[src/rtl/crcmon_pkg.sv]
package crcmon_pkg;

  localparam int          CRC_W       = 32;
  localparam logic [31:0] CRC_POLY_RV = 32'hEDB8_8320;
  localparam logic [31:0] CRC_SEED    = 32'hFFFF_FFFF;
  localparam logic [31:0] CRC_XOROUT  = 32'hFFFF_FFFF;

  localparam int          IR_W        = 10;
  localparam logic [9:0]  IR_REFPATH  = 10'h015;
  localparam logic [9:0]  IR_BYPASS   = 10'h3FF;
  localparam logic [9:0]  IR_CAPTURE  = 10'b00_0000_0001;

  typedef enum logic [3:0] {
    TS_RESET, TS_IDLE,
    TS_SEL_DR, TS_CAP_DR, TS_SH_DR, TS_EX1_DR, TS_PAU_DR, TS_EX2_DR, TS_UPD_DR,
    TS_SEL_IR, TS_CAP_IR, TS_SH_IR, TS_EX1_IR, TS_PAU_IR, TS_EX2_IR, TS_UPD_IR
  } tap_state_e;

  // Fold one 32-bit word into a reflected CRC register, bit 0 first.
  function automatic logic [31:0] crc_fold(input logic [31:0] acc, input logic [31:0] word);
    logic [31:0] c;
    logic        fb;
    c = acc;
    for (int i = 0; i < 32; i++) begin
      fb = c[0] ^ word[i];
      c  = c >> 1;
      if (fb) c = c ^ CRC_POLY_RV;
    end
    return c;
  endfunction

  function automatic tap_state_e tap_next(input tap_state_e s, input logic tms);
    tap_state_e n;
    unique case (s)
      TS_RESET:  n = tms ? TS_RESET   : TS_IDLE;
      TS_IDLE:   n = tms ? TS_SEL_DR  : TS_IDLE;
      TS_SEL_DR: n = tms ? TS_SEL_IR  : TS_CAP_DR;
      TS_CAP_DR: n = tms ? TS_EX1_DR  : TS_SH_DR;
      TS_SH_DR:  n = tms ? TS_EX1_DR  : TS_SH_DR;
      TS_EX1_DR: n = tms ? TS_UPD_DR  : TS_PAU_DR;
      TS_PAU_DR: n = tms ? TS_EX2_DR  : TS_PAU_DR;
      TS_EX2_DR: n = tms ? TS_UPD_DR  : TS_SH_DR;
      TS_UPD_DR: n = tms ? TS_SEL_DR  : TS_IDLE;
      TS_SEL_IR: n = tms ? TS_RESET   : TS_CAP_IR;
      TS_CAP_IR: n = tms ? TS_EX1_IR  : TS_SH_IR;
      TS_SH_IR:  n = tms ? TS_EX1_IR  : TS_SH_IR;
      TS_EX1_IR: n = tms ? TS_UPD_IR  : TS_PAU_IR;
      TS_PAU_IR: n = tms ? TS_EX2_IR  : TS_PAU_IR;
      TS_EX2_IR: n = tms ? TS_UPD_IR  : TS_SH_IR;
      TS_UPD_IR: n = tms ? TS_SEL_DR  : TS_IDLE;
      default:   n = TS_RESET;
    endcase
    return n;
  endfunction

endpackage

[src/rtl/crcmon_tap.sv]
module crcmon_tap
  import crcmon_pkg::*;
(
  input  logic              clk,
  input  logic              rst_n,
  input  logic              tck_en,
  input  logic              tms,
  input  logic              tdi,
  output logic              tdo,
  input  logic [CRC_W-1:0]  ref_cur,
  output logic              ref_commit,
  output logic [CRC_W-1:0]  ref_shifted
);

  tap_state_e         st_q;
  logic [IR_W-1:0]    ir_q, ir_sh_q;
  logic [CRC_W-1:0]   dr_sh_q;
  logic               byp_q;
  logic               sel_ref;

  assign sel_ref = (ir_q == IR_REFPATH);

  always_ff @(posedge clk or negedge rst_n) begin
    if (!rst_n) begin
      st_q    <= TS_RESET;
      ir_q    <= IR_BYPASS;
      ir_sh_q <= '0;
      dr_sh_q <= '0;
      byp_q   <= 1'b0;
    end else if (tck_en) begin
      st_q <= tap_next(st_q, tms);
      unique case (st_q)
        TS_RESET:  ir_q    <= IR_BYPASS;
        TS_CAP_IR: ir_sh_q <= IR_CAPTURE;
        TS_SH_IR:  ir_sh_q <= {tdi, ir_sh_q[IR_W-1:1]};
        TS_UPD_IR: ir_q    <= ir_sh_q;
        TS_CAP_DR: begin
          if (sel_ref) dr_sh_q <= ref_cur;
          else         byp_q   <= 1'b0;
        end
        TS_SH_DR: begin
          if (sel_ref) dr_sh_q <= {tdi, dr_sh_q[CRC_W-1:1]};
          else         byp_q   <= tdi;
        end
        default: ;
      endcase
    end
  end

  // Commit fires on the strobe taken while in Update-DR.
  assign ref_commit  = tck_en && (st_q == TS_UPD_DR) && sel_ref;
  assign ref_shifted = dr_sh_q;

  always_comb begin
    if (st_q == TS_SH_IR)      tdo = ir_sh_q[0];
    else if (st_q == TS_SH_DR) tdo = sel_ref ? dr_sh_q[0] : byp_q;
    else                       tdo = 1'b0;
  end

endmodule

[src/rtl/crcmon_scan.sv]
module crcmon_scan
  import crcmon_pkg::*;
#(
  parameter int DEPTH = 16,
  localparam int ADDR_W = (DEPTH > 1) ? $clog2(DEPTH) : 1,
  localparam int CNT_W  = $clog2(DEPTH + 1)
) (
  input  logic              clk,
  input  logic              rst_n,
  input  logic              run,
  input  logic              wr_en,
  input  logic [ADDR_W-1:0] wr_addr,
  input  logic [CRC_W-1:0]  wr_data,
  output logic              cmp_fire,
  output logic [CRC_W-1:0]  crc_result
);

  logic [CRC_W-1:0]  mem_q [DEPTH];
  logic [CNT_W-1:0]  cnt_q;
  logic [CRC_W-1:0]  acc_q;
  logic [ADDR_W-1:0] rd_idx;
  logic [CRC_W-1:0]  acc_base;

  always_ff @(posedge clk) begin
    if (wr_en && (int'(wr_addr) < DEPTH)) mem_q[wr_addr] <= wr_data;
  end

  assign rd_idx     = cnt_q[ADDR_W-1:0];
  assign acc_base   = (cnt_q == '0) ? CRC_SEED : acc_q;
  assign cmp_fire   = run && (int'(cnt_q) == DEPTH);
  assign crc_result = acc_q ^ CRC_XOROUT;

  always_ff @(posedge clk or negedge rst_n) begin
    if (!rst_n) begin
      cnt_q <= '0;
      acc_q <= CRC_SEED;
    end else if (!run) begin
      cnt_q <= '0;
      acc_q <= CRC_SEED;
    end else if (int'(cnt_q) == DEPTH) begin
      cnt_q <= '0;
    end else begin
      acc_q <= crc_fold(acc_base, mem_q[rd_idx]);
      cnt_q <= cnt_q + 1'b1;
    end
  end

  p_cnt_bound_r4: assert property (@(posedge clk) disable iff (!rst_n)
    int'(cnt_q) <= DEPTH);

  p_cmp_spacing_r4: assert property (@(posedge clk) disable iff (!rst_n)
    cmp_fire |=> !cmp_fire);

endmodule

[src/rtl/cfg_crc_monitor.sv]
module cfg_crc_monitor
  import crcmon_pkg::*;
#(
  parameter int DEPTH = 16,
  localparam int ADDR_W = (DEPTH > 1) ? $clog2(DEPTH) : 1
) (
  input  logic              clk,
  input  logic              rst_n,
  input  logic              cfg_start_i,
  input  logic              cfg_we_i,
  input  logic [ADDR_W-1:0] cfg_addr_i,
  input  logic [31:0]       cfg_wdata_i,
  input  logic              cfg_done_i,
  input  logic              tap_tck_en_i,
  input  logic              tap_tms_i,
  input  logic              tap_tdi_i,
  output logic              tap_tdo_o,
  output logic              user_mode_o,
  output logic              crc_err_o,
  output logic              crc_err_pd_n_o
);

  logic              user_q;
  logic              err_q;
  logic [CRC_W-1:0]  ref_q;
  logic [CRC_W-1:0]  cfg_acc_q;

  logic              cfg_wr;
  logic              cmp_fire;
  logic [CRC_W-1:0]  crc_result;
  logic              mismatch;
  logic              tap_commit;
  logic [CRC_W-1:0]  tap_value;

  assign cfg_wr   = cfg_we_i && !user_q && !cfg_start_i;
  assign mismatch = cmp_fire && (crc_result != ref_q);

  crcmon_scan #(.DEPTH(DEPTH)) scan_i (
    .clk        (clk),
    .rst_n      (rst_n),
    .run        (user_q),
    .wr_en      (cfg_wr),
    .wr_addr    (cfg_addr_i),
    .wr_data    (cfg_wdata_i),
    .cmp_fire   (cmp_fire),
    .crc_result (crc_result)
  );

  crcmon_tap tap_i (
    .clk         (clk),
    .rst_n       (rst_n),
    .tck_en      (tap_tck_en_i),
    .tms         (tap_tms_i),
    .tdi         (tap_tdi_i),
    .tdo         (tap_tdo_o),
    .ref_cur     (ref_q),
    .ref_commit  (tap_commit),
    .ref_shifted (tap_value)
  );

  always_ff @(posedge clk or negedge rst_n) begin
    if (!rst_n) begin
      user_q    <= 1'b0;
      err_q     <= 1'b0;
      ref_q     <= '0;
      cfg_acc_q <= CRC_SEED;
    end else if (cfg_start_i) begin
      user_q    <= 1'b0;
      err_q     <= 1'b0;
      cfg_acc_q <= CRC_SEED;
    end else if (!user_q) begin
      if (cfg_wr) cfg_acc_q <= crc_fold(cfg_acc_q, cfg_wdata_i);
      if (cfg_done_i) begin
        ref_q  <= cfg_acc_q ^ CRC_XOROUT;
        user_q <= 1'b1;
      end
    end else begin
      if (tap_commit) ref_q <= tap_value;
      if (mismatch)   err_q <= 1'b1;
    end
  end

  assign user_mode_o    = user_q;
  assign crc_err_o      = err_q;
  assign crc_err_pd_n_o = !err_q;

  p_err_after_cmp_r5: assert property (@(posedge clk) disable iff (!rst_n)
    $rose(err_q) |-> $past(cmp_fire));

  p_err_sticky_r6: assert property (@(posedge clk) disable iff (!rst_n)
    (err_q && !cfg_start_i) |=> err_q);

  p_ref_frozen_cfg_r9: assert property (@(posedge clk) disable iff (!rst_n)
    (!user_q && !cfg_done_i) |=> $stable(ref_q));

  p_user_entry_r2: assert property (@(posedge clk) disable iff (!rst_n)
    (cfg_done_i && !cfg_start_i) |=> user_q);

endmodule

[config.mk]
export PLATFORM = sky130hd
export DESIGN_NAME = cfg_crc_monitor
export DESIGN_NICKNAME = d
export VERILOG_FILES = /design/src/rtl/crcmon_pkg.sv /design/src/rtl/crcmon_tap.sv /design/src/rtl/crcmon_scan.sv /design/src/rtl/cfg_crc_monitor.sv
export SDC_FILE = /design/constraint.sdc
export NUM_CORES = 1
export LEC_CHECK = 0
export ABC_AREA = 0
export BUFFER_PORTS_ARGS = -buffer_cell sky130_fd_sc_hd__buf_2
export CORE_MARGIN = 2
export CORE_UTILIZATION = 40
export DETAILED_ROUTE_END_ITERATION = 6
export GPL_ROUTABILITY_DRIVEN = 0
export PLACE_DENSITY = 0.6
export REMOVE_ABC_BUFFERS = 1
export SLEW_MARGIN = 20
export SYNTH_ARGS = -nofsm -noshare
export SYNTH_HDL_FRONTEND = slang
export SYNTH_SLANG_ARGS = --single-unit
[constraint.sdc]
create_clock -name clk -period 5.46 [get_ports clk]
set_input_delay 1.092 -clock clk [delete_from_list [all_inputs] [get_ports clk]]
set_output_delay 1.092 -clock clk [all_outputs]
set_load 0.005 [all_outputs]
Word-level counts from Yosys, hierarchy flattened
Memory sizes are Yosys's and may differ from the RTL's.
Cells that the tools add are included.

storage, ports and cells
  output and inout bits = 4
  memories kept = 1
  register bits = 160
  word-level logic and storage cells = 459
  bits in writable memories = 512
  input port bits = 44

operators by class
  bitwise operators = 131
  reductions and logical operators = 28
  $add $sub $neg = 1
  multiplexer cells = 262
  equality and inequality tests = 25

memories
  memory        depth  bits a word  read ports  clocked after memory_dff  write ports  line               RTL
  scan_i.mem_q  16     32           1           0                         1            crcmon_scan.sv:18  logic [CRC_W-1:0] mem_q [DEPTH];

operators by type and width
  operator                                               count
  2-to-1 mux 32 bit                                      230
  NOT 13 -> 14 bit                                       64
  NOT 32 bit                                             2
  one-hot mux 32 bit (2 select lines)                    1
  bitwise XOR 1 bit                                      64
  one-hot mux 4 bit (12 select lines)                    1
  one-hot mux 10 bit (2 select lines)                    2
  equality test 4 bit (second input constant)            8
  != test 32 bit                                         1
  equality test 4 x 3 -> 1 bit (second input constant)   4
  2-to-1 mux 1 bit                                       16
  2-to-1 mux 4 bit                                       4
  nonzero test 2 bit                                     7
  equality test 10 x 5 -> 1 bit (second input constant)  1
  2-to-1 mux 5 bit                                       2
  equality test 4 x 2 -> 1 bit (second input constant)   2
  != test 2 bit (second input constant)                  4
  AND reduction 2 bit                                    4
  AND reduction 4 bit                                    2
  logical AND 1 bit                                      6
  2-to-1 mux 2 bit                                       3
  2-to-1 mux 3 bit                                       2
  != test 2 x 1 -> 1 bit (second input constant)         3
  adder 5 x 1 -> 5 bit (second input constant)           1
  10 further kinds                                       13

Logic depth before layout (Yosys ltp)
Gate-level depths: netlist (run 1).

  depth after elaboration = 161
  gate-level depth with buffers = 24
  gate-level depth less buffers = 16

By module
A second synthesis (run 1) with hierarchy kept.

second synthesis, totals
  cells, all modules = 2208
  area total of the unflattened synthesis = 34580.7 µm²

modules (own cells, without submodules)
  module           sequential area each (µm²)  area each (µm²)  instances  cells each
  crcmon_scan      16340.7                     25151.6          1          1363
  cfg_crc_monitor  1691.6                      6373.6           1          605
  crcmon_tap       1438.9                      3055.4           1          240

Worst setup path after synthesis (run 1)
Ideal clock, no wire load.

  path kind = reg-to-reg
  start point = reg scan_i.cnt_q[0]
  end point = reg scan_i.acc_q[17]
  library setup time = 0.083 ns
  buffers on the path = 6
  setup slack = 0.040 ns
  cell stages (with the launch flop) = 23
  data arrival time = 5.337 ns
  data required time = 5.377 ns
  cell sequence = dfrtp_1 > buf_6 > buf_12 > buf_12 > buf_6 > inv_2 > buf_2 > ha_1 > nand2b_1 > nor3_1 > buf_2 > nor2_1 > xor2_2 > xnor3_1 > mux2i_4 > xnor3_2 > xor2_2 > xnor3_2 > xor2_4 > xor2_2 > xnor2_1 > or3_1 > o311a_1

between the ends
  longest elaborated chain between the ends = 112

RTL lines
  what                                                                 line               RTL
  start, declared                                                      crcmon_scan.sv:19  logic [CNT_W-1:0] cnt_q;
  start signal, assigned                                               crcmon_scan.sv:44  cnt_q <= cnt_q + 1'b1;
  branches (longest 112 deep; another with memory read (16 x 32 bit))  --
  end signal, assigned                                                 crcmon_scan.sv:43  acc_q <= crc_fold(acc_base, mem_q[rd_idx]);
  end, declared                                                        crcmon_scan.sv:20  logic [CRC_W-1:0] acc_q;

Several ways; the timed one is not identified. The select of a mux whose other input is x is not followed.
A chain may end at the register's enable or synchronous reset.

Final worst setup path (run 1)
  start point = reg scan_i.cnt_q[2]
  end point = reg scan_i.acc_q[20]

between the ends
  longest elaborated chain between the ends = 113

RTL lines
  what
  branches (longest 113 deep; another with memory read (16 x 32 bit))

Several ways; the timed one is not identified. The select of a mux whose other input is x is not followed.

==> results of run 1 <==
-- per-stage QoR --
step,cells,hold slack (ns),TNS [ns]
floorplan,2183,0.470,-305.83
global placement,3491,0.489,-0.0196
detailed placement,3491,0.501,0
CTS,3621,0.515,0
global route,3627,0.539,-0.0218
finish,3628,0.512,0
-- cell families (layout without fill, tap and decap cells) --
family | Yosys count | count (layout) | synth area share (%)
xor gates and xnor gates | 613 | 613 | 19.4
muxes | 274 | 274 | 11.6
adders and majority gates | 2 | 2 | 0.0738
DFF | 672 | 672 | 57.4
and+or+nand+nor | 350 | 350 | 4.34
buffers and inverters | 116 | 319 | 2.11
other | 0 | 1 | 0
AOI/OAI and AO/OA | 263 | 263 | 5.10
-- critical path, delay by kind of cell (launching register included) --
kind / cells / cell delay, ns
mux: 2 / 0.38
buf+inv: 3 / 0.67
flops: 1 / 0.45
compound gates: 3 / 0.77
simple gates: 1 / 0.35
xor+xnor: 8 / 2.41
-- sequential cells by signal (all words and copies together) (netlist names) --
| register | flops |
|---|---|
| scan_i.cnt_q | 5 |
| scan_i.acc_q | 32 |
| crc_err_o | 1 |
| tap_i.ir_q | 10 |
| tap_i.ir_sh_q | 10 |
| ref_q | 32 |
| cfg_acc_q | 32 |
| scan_i.mem_q | 512 |
| user_mode_o | 1 |
| tap_i.byp_q | 1 |
| tap_i.ref_shifted | 32 |
| tap_i.st_q | 4 |
-- final cells by class --
type                    instances  area, µm²  share of cell area (%)
flip-flops and latches        672      19500                    50.4
clock buffers                  89       1880                    4.87
diodes                          1       2.50                 0.00647
well taps                    1134       1420                    3.67
inverters                       9       33.8                  0.0874
clock inverters                41        475                    1.23
multi-input cells            1502      13900                    36.1
repair buffers                180       1420                    3.68
-- path summary, 6_finish.rpt --
kind / slack (ns) / to / start / cells past startpoint
setup / recovery: 0.22 / scan_i.acc_q[20]$_DFFE_PN1N_ / scan_i.cnt_q[2]$_DFF_PN0_ / 17
setup reg to reg: 0.22 / scan_i.acc_q[20]$_DFFE_PN1N_ / scan_i.cnt_q[2]$_DFF_PN0_ / 17
min in group asynchronous: 0.54 / tap_i.ir_sh_q[2]$_DFFE_PN0P_ / rst_n / 1
max in group asynchronous: 3.82 / scan_i.cnt_q[0]$_DFF_PN0_ / rst_n / 2
hold reg to reg: 0.51 / tap_i.ir_sh_q[4]$_DFFE_PN0P_ / tap_i.ir_sh_q[4]$_DFFE_PN0P_ / 2
hold / removal: 0.51 / tap_i.ir_sh_q[4]$_DFFE_PN0P_ / tap_i.ir_sh_q[4]$_DFFE_PN0P_ / 2
-- timing repair --
action                     4_1_cts  5_1_grt
gates resized for setup          1       14
setup buffers                    0        6
pin swaps                        0        3
setup endpoints to repair        1       20
-- layer usage --
layer	routed length, µm	global-route usage, %
met1	40300	30.0
met2	44100	34.8
met3	4550	2.41
met4	1850	5.50
met5	28	0
-- cell usage after synthesis (5+ instances only) --
cell	n	area, µm²
xnor3_2	7	166
nand2b_1	8	50.1
a221oi_2	10	150
buf_4	5	37.5
a21oi_1	106	531
o22ai_1	13	81.3
xnor2_2	36	586
nand2_1	105	394
dfrtp_1	86	2150
buf_6	11	124
nand4_1	7	43.8
mux4_2	82	1850
xnor2_1	406	3560
xor2_1	104	911
xnor3_1	35	788
and2_1	6	37.5
clkbuf_1	53	199
or3_1	6	37.5
o21ai_0	58	290
mux2i_1	146	1460
dfstp_2	74	1940
o211ai_1	23	173
nor2_1	180	676
buf_8	5	75.1
nor4_1	10	62.6
nor2b_1	9	56.3
xor2_2	10	163
a22oi_1	8	60.1
buf_12	6	120
xnor2_4	5	138
buf_2	20	100
edfxtp_1	512	15400
buf_1	7	26.3
mux2_2	34	383
inv_1	6	22.5
o22a_1	10	87.6
a22o_1	5	43.8
nor3_1	8	40.0
==> out/results.tsv, run 1 <==
stage	metric	value	unit
status	status	finished clean	
synthesis	ys async rst share	23.8	%
final_layout	most frequent cells in the layout	512 x edfxtp_1, 402 x xnor2_1, 165 x nor2_1	
clock_tree	Worst-path clk slew	0.06	ns
synthesis	top_reg_cell synth	edfxtp_1	
synthesis	Synth warnings	0	
floorplan	FP Rows	106	
detailed_routing	Vias/cell	5.32	
global_routing	Total Routing Usage GR	21.2	%
timing	final setup vio count	0	
floorplan	Die X	295	µm
timing	final hold viol count	0	
place	pre-CTS WS	0.0403	ns
synthesis	sequential area share after synthesis	57.4	%
worst_setup_path	Cell Chain, Critical Path	buf_12, buf_12, mux2i_1, a22o_1, a221oi_2, xnor3_1, mux2i_1, xnor2_1, xor3_2, xnor3_1, xnor3_2, buf_4, xnor2_4, xnor2_4, xnor2_2, or3_1, o311a_1	
worst_setup_path	Critical Path RT	6.00	ns
timing	Relative slew margins	42.5	%
timing	Worst Tran Pin Value	0.856	ns
final_layout	cell area after layout	38700	µm²
timing	clk_skew	0.0275	ns
clock_tree	# hold bufs at CTS	0	
floorplan	Core ar.	83800	µm²
synthesis	synth unique cells	69	
place	placed cell areas	36100	µm²
detailed_routing	Vias	19300	
floorplan	height of the die	295	µm
worst_setup_path	Setup CP Type	register to register	
final_layout	layout cells sized above 1	24.1	%
place	Port Buffers	47	
worst_setup_path	Worst path max stage delay	0.48	ns
detailed_routing	drt total wl	90.8	mm
worst_hold_path	Hold Path Class	register to register	
final_layout	Synth-to-Final Area Change	14.1	%
timing	Max Freq	191	MHz
detailed_routing	drt first-iter violations	1885	
clock_tree	CTS buffer count	71	
synthesis	register bit total from synthesis	672	
global_routing	initial antenna violation count	4	
timing	minimum clock period	5.24	ns
timing	Max Slew Vio Count	0	
worst_setup_path	WP data arrival	5.78	ns
worst_setup_path	Setup crit end kind	register	
timing	final worst slack	0.225	ns
synthesis	Mean Syn Cell Area	14.8	µm²
floorplan	die area	87100	µm²
clock_tree	clock net sink count	672	
place	hpwl dp	61.8	mm
clock_tree	H-tree depth	3	
clock_tree	CTS tree	built	
final_layout	commonest non-fill, non-tap cell in the layout	edfxtp_1	
detailed_routing	Routed Antenna Nets	0	
final_layout	Filler cells	7370	
clock_tree	clock latency on the worst-skew pair	0.64	ns
timing	period utilization	95.9	%
global_routing	grt ovf	0	
synthesis	number of cells produced by synthesis	2290	
detailed_routing	DR DRC count	0	
detailed_routing	First-pass DRT Iterations	7	
floorplan	I/O pin count	48	
worst_setup_path	slowest library cell on the worst path	xor3_2	
global_routing	largest net degree at the start of global routing	92	
global_routing	first-pass GRT wire length	135	mm
synthesis	Post-synth EDFFs	512	
final_layout	final net count	2482	
clock_tree	root buf cell	clkbuf_16	
job	Max-Cap Viols	0	
final_layout	final core utilization	46.1	%
worst_setup_path	Startpoint Class	register	
global_routing	vias in the first global route	19800	
worst_setup_path	CP max FO	57	
floorplan	Starting Density	40.4	%
clock_tree	CTS max path bufs	3	
detailed_routing	post-DR wirelength/cell	25.0	µm
synthesis	Mapped Area	33900	µm²
Power of run 1 is not shown: default switching activity piles up to over one toggle a cycle in this logic, so the estimate is an artifact.
==> run 2, diff against run 1 <==
--- a/config.mk
+++ b/config.mk
@@ -11,6 +11,7 @@
 export CORE_UTILIZATION = 40
 export DETAILED_ROUTE_END_ITERATION = 6
 export GPL_ROUTABILITY_DRIVEN = 0
+export MAX_ROUTING_LAYER = met4
 export PLACE_DENSITY = 0.6
 export REMOVE_ABC_BUFFERS = 1
 export SLEW_MARGIN = 20
==> constraint.sdc (replaced) <==
create_clock -name clk -period 5.46 [get_ports clk]
set_input_delay 0.819 -clock clk [delete_from_list [all_inputs] [get_ports clk]]
set_output_delay 0.819 -clock clk [all_outputs]
set_load 0.005 [all_outputs]
==> run 2 against run 1 <==
Net effect:
- first-iteration DRC count is 14% lower
- critical endpoint unchanged
- final area decreased by 1.0%
- clock skew shrank 0.0063 ns
- via count fell by 0.18%
- final cell count fell by 0.19%
- register-to-register slack barely moved
- die area is the same
==> out/results.tsv, run 2 (synthesis gave the netlist of run 1 again) <==
stage	metric	value	unit
status	status	finished clean	
floorplan	Starting Density	40.4	%
final_layout	Synth-to-Final Area Change	12.9	%
detailed_routing	Routed Antenna Nets	0	
worst_setup_path	Startpoint Class	register	
place	placed cell areas	36100	µm²
final_layout	final net count	2474	
timing	clk_skew	0.0212	ns
floorplan	Core ar.	83800	µm²
timing	RSZ-0062 raised after global routing	no	
final_layout	Largest Register	scan_i.mem_q	
floorplan	I/O pin count	48	
final_layout	register area	19500	µm²
global_routing	initial antenna violation count	4	
floorplan	Die X	295	µm
clock_tree	Post-CTS Resized	0	
global_routing	Total Routing Usage GR	21.6	%
final_layout	layout cells sized above 1	23.2	%
place	hpwl dp	62.1	mm
final_layout	cell area after layout	38300	µm²
place	pre-CTS WS	0.0749	ns
global_routing	M1 GR Usage	29.7	%
timing	final setup vio count	0	
timing	Worst Tran Pin Value	1.02	ns
floorplan	die area	87100	µm²
final_layout	commonest non-fill, non-tap cell in the layout	edfxtp_1	
global_routing	vias in the first global route	19300	
timing	final worst slack	0.216	ns
clock_tree	CTS max path bufs	3	
global_routing	met2 GRT Util	34.4	%
timing	minimum clock period	5.24	ns
worst_setup_path	CP max FO	15	
clock_tree	CTS buffer count	72	
final_layout	area of the multi-input gates	13900	µm²
timing	Max Slew Vio Count	0	
worst_setup_path	Critical Path RT	5.99	ns
floorplan	FP Rows	106	
job	Max-Cap Viols	0	
final_layout	max reg flops	512	
detailed_routing	Vias/cell	5.32	
final_layout	most frequent cells in the layout	512 x edfxtp_1, 405 x xnor2_1, 167 x nor2_1	
clock_tree	CTS tree	built	
global_routing	largest net degree at the start of global routing	120	
timing	Relative slew margins	31.5	%
clock_tree	clock net sink count	672	
clock_tree	root buf cell	clkbuf_16	
clock_tree	H-tree depth	3	
floorplan	height of the die	295	µm
clock_tree	clock latency on the worst-skew pair	0.62	ns
worst_setup_path	FF-to-FF Start	scan_i.cnt_q[0]$_DFF_PN0_	
final_layout	Filler cells	7442	
detailed_routing	drt first-iter violations	1629	
global_routing	most used routing layer	met2	
timing	Max Freq	191	MHz
timing	final hold viol count	0	
clock_tree	post-CTS setup buffer count	0	
worst_setup_path	Setup crit end kind	register	
clock_tree	# hold bufs at CTS	0	
global_routing	first-pass GRT wire length	133	mm
detailed_routing	First-pass DRT Iterations	5	
worst_hold_path	Hold Path Class	input port to async pin	
place	Port Buffers	47	
worst_setup_path	Setup CP Type	register to register	
global_routing	met3 Resource Use GR	2.75	%
detailed_routing	drt total wl	90.6	mm
global_routing	grt ovf	0	
clock_tree	Worst-path clk slew	0.06	ns
worst_setup_path	CP Launch Point	scan_i.cnt_q[0]$_DFF_PN0_	
timing	period utilization	96.0	%
detailed_routing	Vias	19300	
worst_setup_path	WP data arrival	5.77	ns
detailed_routing	post-DR wirelength/cell	25.0	µm
detailed_routing	DR DRC count	0	
==> run 2: final timing paths <==
| check | slack, ns | cells after the start | end |
|---|---|---|---|
| max reg2reg | 0.22 | 17 | scan_i.acc_q[20]$_DFFE_PN1N_ |
| min | 0.35 | 1 | tap_i.st_q[1]$_DFFE_PN0P_ |
| min in group clk | 0.45 | 2 | crc_err_o$_DFFE_PN0P_ |
| max | 0.22 | 17 | scan_i.acc_q[20]$_DFFE_PN1N_ |
| max in group asynchronous | 3.88 | 2 | scan_i.cnt_q[2]$_DFF_PN0_ |
| min reg2reg | 0.50 | 2 | tap_i.ir_sh_q[9]$_DFFE_PN0P_ |
==> run 2: final cells by class <==
| cell class | instances | area share [%] |
|---|---|---|
| Clock inverter | 32 | 0.516 |
| Timing Repair Buffer | 171 | 3.38 |
| Clock buffer | 97 | 5.12 |
| Tap cell | 1134 | 3.71 |
| Inverter | 9 | 0.0883 |
| Antenna cell | 4 | 0.0262 |
| Sequential cell | 672 | 50.9 |
| Multi-Input combinational cell | 1502 | 36.3 |
==> run 2: through the flow <==
stage | std cells | setup TNS (ns) | hold WS, ns | utilization (%)
finish | 3621 | 0 | 0.346 | 45.7
global route | 3620 | 0 | 0.418 | 45.7
global placement | 3488 | 0 | 0.489 | 43.0
detailed placement | 3488 | 0 | 0.494 | 43.0
CTS | 3617 | 0 | 0.403 | 45.6
floorplan | 2183 | -305.83 | 0.470 | -
==> run 2: metal layers <==
metal  routed length (µm)  part of all wire (%)
met5                    0                     0
met4                 1500                   1.7
met3                 4570                   5.0
met2                43700                    48
met1                40900                    45
==> run 2: critical path: stages, from the launching register on <==
cell and delay [ns]:
dfrtp_4 0.62, buf_4 0.25, nand2b_1 0.36, o22ai_1 0.21, a221oi_4 0.38, buf_4 0.23, xnor3_1 0.29, mux2i_1 0.22
xor2_2 0.33, xor2_2 0.32, xnor2_2 0.21, xnor3_2 0.49, buf_4 0.19, xnor2_4 0.30, xnor2_4 0.17, xnor2_2 0.11
or3_1 0.35, o311a_1 0.12
Power of run 2 is left out for the same reason.
